===== src/rtl/mdm_pkg.sv =====
package mdm_pkg;

  localparam int unsigned MDM_PINS = 4;
  localparam int unsigned CTS_I = 0;
  localparam int unsigned DSR_I = 1;
  localparam int unsigned RI_I  = 2;
  localparam int unsigned DCD_I = 3;

  typedef logic [MDM_PINS-1:0] pin_vec_t;

  // Change events from the previous and present asserted levels.
  // Ring reports only its trailing edge (asserted -> released).
  function automatic pin_vec_t mdm_events(input pin_vec_t now_act, input pin_vec_t old_act);
    pin_vec_t ev;
    ev = now_act ^ old_act;
    ev[RI_I] = old_act[RI_I] & ~now_act[RI_I];
    return ev;
  endfunction

  // Next value of the sticky flags: a read clears, a new event always sets.
  function automatic pin_vec_t mdm_flag_next(input pin_vec_t cur, input pin_vec_t ev, input logic clr);
    return (clr ? '0 : cur) | ev;
  endfunction

  function automatic logic [2*MDM_PINS-1:0] mdm_pack_status(input pin_vec_t act, input pin_vec_t flags);
    return {act, flags};
  endfunction

endpackage


===== src/rtl/mdm_sync.sv =====
module mdm_sync #(
  parameter int unsigned WIDTH  = 4,
  parameter int unsigned STAGES = 2,
  parameter logic [WIDTH-1:0] RST_VAL = '1
) (
  input  logic             clk,
  input  logic             rst,
  input  logic [WIDTH-1:0] d,
  output logic [WIDTH-1:0] q
);

  logic [WIDTH-1:0] stg [STAGES];

  for (genvar s = 0; s < STAGES; s++) begin : g_stage
    if (s == 0) begin : g_first
      always_ff @(posedge clk) begin
        if (rst) stg[s] <= RST_VAL;
        else     stg[s] <= d;
      end
    end else begin : g_next
      always_ff @(posedge clk) begin
        if (rst) stg[s] <= RST_VAL;
        else     stg[s] <= stg[s-1];
      end
    end
  end

  assign q = stg[STAGES-1];

endmodule


===== src/rtl/mdm_ctl_reg.sv =====
module mdm_ctl_reg #(
  parameter int unsigned CTL_W = 5
) (
  input  logic             clk,
  input  logic             rst,
  input  logic             wr_stb,
  input  logic [CTL_W-1:0] wdata,
  output logic [CTL_W-1:0] ctl_q
);

  always_ff @(posedge clk) begin
    if (rst)         ctl_q <= '0;
    else if (wr_stb) ctl_q <= wdata;
  end

endmodule


===== src/rtl/mdm_sts_reg.sv =====
module mdm_sts_reg
  import mdm_pkg::*;
(
  input  logic     clk,
  input  logic     rst,
  input  pin_vec_t act,
  input  logic     rd_stb,
  output pin_vec_t flags,
  output pin_vec_t ev
);

  pin_vec_t act_old;

  assign ev = mdm_events(act, act_old);

  always_ff @(posedge clk) begin
    if (rst) begin
      act_old <= '0;
      flags   <= '0;
    end else begin
      act_old <= act;
      flags   <= mdm_flag_next(flags, ev, rd_stb);
    end
  end

endmodule


===== src/rtl/mdm_ctlsts.sv =====
module mdm_ctlsts
  import mdm_pkg::*;
#(
  parameter int unsigned DATA_W      = 8,
  parameter int unsigned CTL_W       = 5,
  parameter int unsigned SYNC_STAGES = 2
) (
  input  logic              clk,
  input  logic              rst,
  input  logic              sel_ctl,
  input  logic              sel_sts,
  input  logic              wr_en,
  input  logic              rd_en,
  input  logic [CTL_W-1:0]  wdata,
  output logic [DATA_W-1:0] ctl_rdata,
  output logic [DATA_W-1:0] sts_rdata,
  input  logic              cts_n,
  input  logic              dsr_n,
  input  logic              ri_n,
  input  logic              dcd_n,
  output logic              dtr_n,
  output logic              rts_n,
  output logic              out1_n,
  output logic              out2_n,
  output logic              loop_en,
  output logic              msi_req
);

  localparam int unsigned LOOP_BIT = CTL_W - 1;
  localparam int unsigned PAD_W    = DATA_W - CTL_W;

  // Named internal events, brought out for the checker.
  logic     ctl_wr_stb;
  logic     sts_rd_stb;
  pin_vec_t ev_vec;

  logic [CTL_W-1:0] ctl_q;
  pin_vec_t         pins_raw;
  pin_vec_t         pins_sync;
  pin_vec_t         act;
  pin_vec_t         flags;

  assign ctl_wr_stb = sel_ctl & wr_en;
  assign sts_rd_stb = sel_sts & rd_en;

  mdm_ctl_reg #(.CTL_W(CTL_W)) u_ctl (
    .clk    (clk),
    .rst    (rst),
    .wr_stb (ctl_wr_stb),
    .wdata  (wdata),
    .ctl_q  (ctl_q)
  );

  assign pins_raw[CTS_I] = cts_n;
  assign pins_raw[DSR_I] = dsr_n;
  assign pins_raw[RI_I]  = ri_n;
  assign pins_raw[DCD_I] = dcd_n;

  mdm_sync #(.WIDTH(MDM_PINS), .STAGES(SYNC_STAGES), .RST_VAL('1)) u_sync (
    .clk (clk),
    .rst (rst),
    .d   (pins_raw),
    .q   (pins_sync)
  );

  assign act = ~pins_sync;

  mdm_sts_reg u_sts (
    .clk    (clk),
    .rst    (rst),
    .act    (act),
    .rd_stb (sts_rd_stb),
    .flags  (flags),
    .ev     (ev_vec)
  );

  assign ctl_rdata = {{PAD_W{1'b0}}, ctl_q};
  assign sts_rdata = DATA_W'(mdm_pack_status(act, flags));

  assign dtr_n   = ~ctl_q[0];
  assign rts_n   = ~ctl_q[1];
  assign out1_n  = ~ctl_q[2];
  assign out2_n  = ~ctl_q[3];
  assign loop_en = ctl_q[LOOP_BIT];
  assign msi_req = |flags;

endmodule


===== config.mk =====
export PLATFORM = sky130hd
export DESIGN_NAME = mdm_ctlsts
export DESIGN_NICKNAME = d
export VERILOG_FILES = /design/src/rtl/mdm_pkg.sv /design/src/rtl/mdm_sync.sv /design/src/rtl/mdm_ctl_reg.sv /design/src/rtl/mdm_sts_reg.sv /design/src/rtl/mdm_ctlsts.sv
export SDC_FILE = /design/constraint.sdc
export NUM_CORES = 1
export LEC_CHECK = 0
export CORE_ASPECT_RATIO = 1.25
export CORE_MARGIN = 2
export CORE_UTILIZATION = 41
export DETAILED_ROUTE_END_ITERATION = 8
export PLACE_DENSITY = 0.83
export SLEW_MARGIN = 10
export SYNTH_ARGS = -nofsm -noshare
export SYNTH_HDL_FRONTEND = slang
export SYNTH_SLANG_ARGS = --single-unit

===== constraint.sdc =====
create_clock -name clk -period 2.4 [get_ports clk]
set_clock_uncertainty 0.15 [all_clocks]
set_input_delay 0.24 -clock clk [delete_from_list [all_inputs] [get_ports clk]]
set_output_delay 0.24 -clock clk [all_outputs]
set_load 0.01 [all_outputs]

Word-level counts from Yosys, hierarchy flattened
Memory sizes are Yosys's and may differ from the RTL's. Index checks and enable logic that the tools add are counted.

Input port bits: 15. RAM bits: 8. Memories: 1. Word-level logic and storage cells: 24. Flip-flop bits (word level): 13.

Muxes and demuxes: 6. Bitwise gates (word level): 13. Reduce and logical (&&, ||, !) cells: 1.

Memory list: u_sync.stg (depth 2, width 4, read ports 2, clocked after Yosys merged registers in 0, wr ports 2, RTL line mdm_sync.sv:12) `logic [WIDTH-1:0] stg [STAGES];`.

Operators with widths (count): $mux W4 (3); $not A1 Y1 (5); $not A4 Y4 (1); $or A4 B4 Y4 (1); $reduce_or A4 Y1 (1); $xor A4 B4 Y4 (1); $and A1 B1 Y1 (3); $mux W1 (3); $or A1 B1 Y1 (2).

Depth between registers and ports, before layout
Gate-level depths: netlist of the first run. An unclocked memory read counts as a cell.

Word-level depth: 5. Gate-level depth with buffers: 3.

By module
From an unflattened synthesis of the first run, not the netlist that was laid out.

Cells, all modules: 72. Area, all modules: 757.0 µm².

By module, submodules not included: mdm_sts_reg (area an instance 282.8 µm², instances 1, cells each 24, seq. area each 160.2 µm²); mdm_sync (area an instance 210.2 µm², instances 1, cells each 16, seq. area each 160.2 µm²); mdm_ctl_reg (area an instance 180.2 µm², instances 1, cells each 16, seq. area each 100.1 µm²); mdm_ctlsts (area an instance 83.8 µm², instances 1, cells each 16, seq. area each 0.0 µm²).

Least setup slack after synthesis of the first run
Ideal clock, no wire load.

Path type: reg2out. Start point: register u_sts.flags[1]. End point: output msi_req. Cell stages (with the launch flop): 2. Buffers on the path: 0. Data arrival time: 0.897 ns. Path slack: 1.113 ns. Path through: dfxtp_1 or4_1.

Longest elaborated chain between the ends: 1.

Ends and longest elaborated chain: start, declared (RTL line mdm_sts_reg.sv:8) `output pin_vec_t flags,`; start signal, assigned (RTL line mdm_sts_reg.sv:22) `flags <= mdm_flag_next(flags, ev, rd_stb);`; $reduce_or A4 Y1 (RTL line mdm_ctlsts.sv:85) `assign msi_req = |flags;`; end, declared (RTL line mdm_ctlsts.sv:26) `output logic msi_req`.

No other way between the ends.

Worst setup path in the final report of the first run
Ends and elaborated chain as after synthesis.

==> results.yml, run 1 <==
route:
  wl_mm: 1.28
  dr.pass1.iters: 3
  vias: 582
  wl_per_cell_um: 9.99
  dr.max_layer_used: "met4"
  drc: 0
  drt_iter0_markers: 4
  met1_length_um: 513
  wl_met2_um: 615
  route.met3.wl_um: 145
  vias_per_cell: 4.55
  drtAntennaViolNets: 0
power:
  vdd_drop_max_uv: 387
  power.leakage_uw: 0.000453
  power_density_nw_per_um2: 570
die:
  rows: 17
  core_um2: 1770
  die_area_um2: 2240
  initial_core_util: 0.435
  die_h_um: 52.4
  io_pins: 37
  chipWidth_um: 42.7
sta:
  period_share: 0.836
  slew_headroom: 0.592
  setup_violations: 0
  worst_pin_slew_ps: 610
  max_freq_mhz: 498
  fin_tns_setup_ps: 0
  final_hold_viol_count: 0
  setup_ws_ps: 394
  grt_setup_unrepaired: "false"
  slew_violations: 0
  period_needed_ps: 2010
critical_path:
  critical_path_class: "reg2out"
  critical_path.slowest_cell: "or4_1"
  crit_family: "simple AND/OR/NAND/NOR gates"
  crit_chain: "or4_1 > clkdlybuf4s50_1"
  cp_num_cells: 2
  cp.arrival_ps: 1620
  critPathBufInv: 1
  crit_start: "u_sts.flags[1]"
  cp-start-kind: "flop"
  cp_max_fo: 3
  ff2ff_path_depth: 2
  timing.rr.start: "u_ctl.ctl_q[1]"
  max_stage_delay_ps: 510
  worstSetupEndpointType: "primary output"
  rr_endpoint: "u_ctl.ctl_q[1]"
  cp_data_required_time_ps: 2010
  worstSetupEndpoint: "msi_req"
  r2r_setup_slack_ps: 1440
grt:
  grt.overflow.total: 0
  antenna_found_initial: 0
  grt_pass1_wl_mm: 2.26
  grt_usage: 0.134
  first_global_vias: 548
  grt_max_degree: 22
cts:
  clk_transition_reported_paths_ps: 100
  hold_buffers: 0
  cts_buffer_depth: 2
  cts_made_buffers: 3
  worstSkewPairLatency_ps: 290
  cts_sinks: 21
  post_cts_buffers: 0
  cts.repair.resized: 0
  cts_tree: "yes"
  cts-root-buf: "clkbuf_4"
  h-tree-depth: 1
final_layout:
  layout_commonest_cell: "clkdlybuf4s50_1"
  final_cell_mix: "clkdlybuf4s50_1 (33), dfxtp_1 (21), a21bo_2 (9), a21oi_1 (9)"
  syn_to_final_growth_pct: 43.8
  n_antenna_cell: 0
  drive_above_1_share: 0.183
  nets: 125
logic_synthesis:
  syn_area_per_cell_um2: 9.85
  synth_cells: 78
  synth_cell_types: 14
  syn_area_um2: 768
  synth_warnings: 0
  ys_seq_area_frac: 0.547
  ys_ff_latch: 21
place:
  dp_hpwl_mm: 1.04
  place_congestion: 0.724
  port_buffers: 33
  dp_slack_ps: 714
hold_path:
  holdCritStartpoint: "u_sync.stg[0][3]"
  worstHoldPathType: "reg2reg"
flow_run:
  cap_violations: 0
run_status:
  status: "finished clean"
## kinds of logic after synthesis
logic type,after synthesis,synth area share
and+or+nand+nor,19,0.132
xor gates and xnor gates,3,0.0342
DFF,21,0.547
other,1,0.00488
AOI/OAI and AO/OA,18,0.176
buffers and inverters,16,0.106
## report_power, final
group / leakage, µW / internal (µW) / switching [µW] / total, µW
registers: 0.000173 / 364 / 8.42 / 373
clock network: 0.0000150 / 64.6 / 91.8 / 156
logic: 0.000265 / 64.6 / 35.9 / 100
total: 0.000453 / 493 / 136 / 629
## metal layers
layer / track usage / up-vias
met5: 0 / -
met1: 0.136 / 246
met3: 0.0310 / 2
met2: 0.245 / 32
met4: 0.0781 / 0
li1: - / 302
## worst register-to-register path: stages (launching register included)
cell	delay [ps]
dfxtp_1	360
a21bo_2	220
a21oi_1	140
## registers in the layout (all words and copies together), names as in the netlist
name and flops:
u_ctl.ctl_q 5, u_sts.act_old 4, u_sts.flags 4, u_sync.stg 8
## synth_stat cells
cell      count  area share
clkbuf_1      1      0.0049
or2_2         8       0.065
inv_1         8       0.039
a21oi_1       9       0.059
a21bo_2       9        0.12
nor2_1        4       0.020
buf_4         5       0.049
conb_1        1      0.0049
xor2_1        3       0.034
or4_1         1      0.0098
dfxtp_1      21        0.55
nand2_1       1      0.0049
nand3_1       5       0.033
buf_2         2       0.013
## stage by stage
stage	hold WS (ps)	total power, µW	instances	area (µm²)	utilization
global route	285	667	128	1100	0.626
floorplan	194	428	80	776	-
detailed placement	247	483	124	1080	0.611
CTS	271	637	128	1100	0.626
finish	268	629	128	1100	0.626
global placement	241	480	124	1080	0.611
## worst min path at each step
stage / end / depth (start not counted) / slack, ps
after floorplan: u_sync.stg[0][0] / 1 / 190
after global placement: u_sync.stg[1][1] / 1 / 240
after detailed placement: u_sync.stg[1][3] / 1 / 250
after CTS: u_sync.stg[1][3] / 1 / 270
after global routing: u_sync.stg[1][1] / 1 / 290
final: u_sync.stg[1][3] / 1 / 270
## cell type report
class	instances	area (µm²)
Timing Repair Buffer	33	330
Fill cell	156	661
Tap cell	19	23.8
Inverter	8	30.0
Clock buffer	4	26.3
Multi-Input combinational cell	43	274
Sequential cell	21	420
No activity file was read; power rests on OpenSTA's default activity.
==> run 2: changes to the inputs <==
--- a/config.mk
+++ b/config.mk
@@ -7,9 +7,9 @@
 export LEC_CHECK = 0
 export CORE_ASPECT_RATIO = 1.25
 export CORE_MARGIN = 2
-export CORE_UTILIZATION = 41
+export CORE_UTILIZATION = 35
 export DETAILED_ROUTE_END_ITERATION = 8
-export PLACE_DENSITY = 0.83
+export PLACE_DENSITY = 0.75
 export SLEW_MARGIN = 10
 export SYNTH_ARGS = -nofsm -noshare
 export SYNTH_HDL_FRONTEND = slang
==> constraint.sdc (replaced) <==
create_clock -name clk -period 1.6 [get_ports clk]
set_clock_uncertainty 0.15 [all_clocks]
set_input_delay 0.16 -clock clk [delete_from_list [all_inputs] [get_ports clk]]
set_output_delay 0.16 -clock clk [all_outputs]
set_load 0.01 [all_outputs]
==> results.yml, run 2 (synthesized netlist as in run 1, its figures left out) <==
run_status:
  status: "finished with violations"
  failed_checks: "negative setup slack"
cts:
  cts_made_buffers: 3
  cts_sinks: 21
  cts_tree: "yes"
  cts_buffer_depth: 2
  h-tree-depth: 1
  cts-root-buf: "clkbuf_4"
  worstSkewPairLatency_ps: 280
  clk_transition_reported_paths_ps: 110
sta:
  period_share: 1.01
  setup_violations: 1
  grt_setup_unrepaired: "true"
  max_freq_mhz: 619
  setup_ws_ps: -14.6
  final_hold_viol_count: 0
  period_needed_ps: 1610
  slew_violations: 0
hold_path:
  worstHoldPathType: "reg2reg"
die:
  core_um2: 2030
  io_pins: 37
  die_area_um2: 2590
  initial_core_util: 0.379
  chipWidth_um: 45.9
  die_h_um: 56.4
  rows: 18
final_layout:
  finalNonFillerCells: 132
  drive_above_1_share: 0.223
  fin_area_um2: 1120
  layout_commonest_cell: "clkdlybuf4s50_1"
  n_antenna_cell: 0
  final_cell_mix: "clkdlybuf4s50_1 (32), dfxtp_1 (20), a21bo_2 (9), a21oi_1 (9)"
  fillCellCount: 198
  reg.largest.list: "u_sync.stg x8, u_ctl.ctl_q x5"
  syn_to_final_growth_pct: 46.4
  largest_register_ffs: 8
  nets: 128
  largest-register: "u_sync.stg"
route:
  route.met3.wl_um: 123
  vias: 590
  drtAntennaViolNets: 0
  vias_per_cell: 4.47
  drc: 0
  drt_iter0_markers: 3
  wl_per_cell_um: 10.7
  dr.max_layer_used: "met3"
  met1_length_um: 586
  wl_mm: 1.41
  wl_met2_um: 704
  dr.pass1.iters: 3
critical_path:
  cp_max_fo: 2
  max_stage_delay_ps: 530
  critical_path_class: "reg2out"
  crit_family: "simple AND/OR/NAND/NOR gates"
  cp-start-kind: "flop"
  critical_path.slowest_cell: "or4_1"
  worstSetupEndpointType: "primary output"
  crit_chain: "or4_1 > buf_2"
  critPathBufInv: 1
  cp.arrival_ps: 1300
  cp_data_required_time_ps: 1290
flow_run:
  cap_violations: 0
power:
  power.leakage_uw: 0.000469
  vdd_drop_max_uv: 541
  power_density_nw_per_um2: 845
  finalPower_uw: 950
grt:
  grt_usage: 0.103
  antenna_found_initial: 0
  grt.overflow.total: 0
  first_global_vias: 528
  grt_pass1_wl_mm: 2.05
  grt_max_degree: 13
place:
  place_congestion: 0.660
  port_buffers: 33
  dp.cells: 126
  placed_cell_area_um2: 1090
  dp_hpwl_mm: 1.07
[run 2: what timing repair did]
action | 4_1_cts | 5_1_grt
gates resized for setup | 5 | 0
hold buffers | 0 | 0
setup endpoints to repair | 1 | 1
setup buffers | 1 | 1
pin swaps | 0 | 0
[run 2: routing by layer]
metal  vias up  global-route usage
met2        33               0.187
met1       250               0.112
met4         0              0.0367
met5         -                   0
li1        307                   -
met3         0              0.0193
[run 2: power breakdown]
| group | internal (µW) | switching (µW) |
|---|---|---|
| sequential | 547 | 12.2 |
| combinational | 98.2 | 57.9 |
| clock | 96.6 | 139 |
[run 2: final timing paths]
path | startpoint | endpoint | slack (ps) | cells past startpoint
min reg2reg | u_sync.stg[0][3] | u_sync.stg[1][3] | 270 | 1
min | u_sync.stg[0][3] | u_sync.stg[1][3] | 270 | 1
max | u_sts.flags[1] | msi_req | -10 | 2
max reg2reg | u_sts.flags[1] | u_sts.flags[1] | 540 | 4
[run 2: cell type report]
cell class | instances | area (µm²) | area share
inverter | 8 | 30.0 | 0.0267
tap | 20 | 25.0 | 0.0222
clock buffer | 4 | 26.3 | 0.0234
sequential | 21 | 422 | 0.375
multi-input combinational | 43 | 274 | 0.244
timing repair buffer | 36 | 348 | 0.309
[run 2: through the flow]
| step | util | setup TNS (ps) | hold WS (ps) | worst slack (ps) |
|---|---|---|---|---|
| 6_report | 0.555 | -14.6 | 266 | -14.6 |
| 3_3_place_gp | 0.536 | 0 | 241 | 4.47 |
| 4_1_cts | 0.551 | 0 | 269 | 4.88 |
| 5_1_grt | 0.555 | -60.1 | 282 | -60.1 |
| 3_5_place_dp | 0.536 | -14.1 | 243 | -14.1 |
| 2_1_floorplan | - | 0 | 114 | 393 |
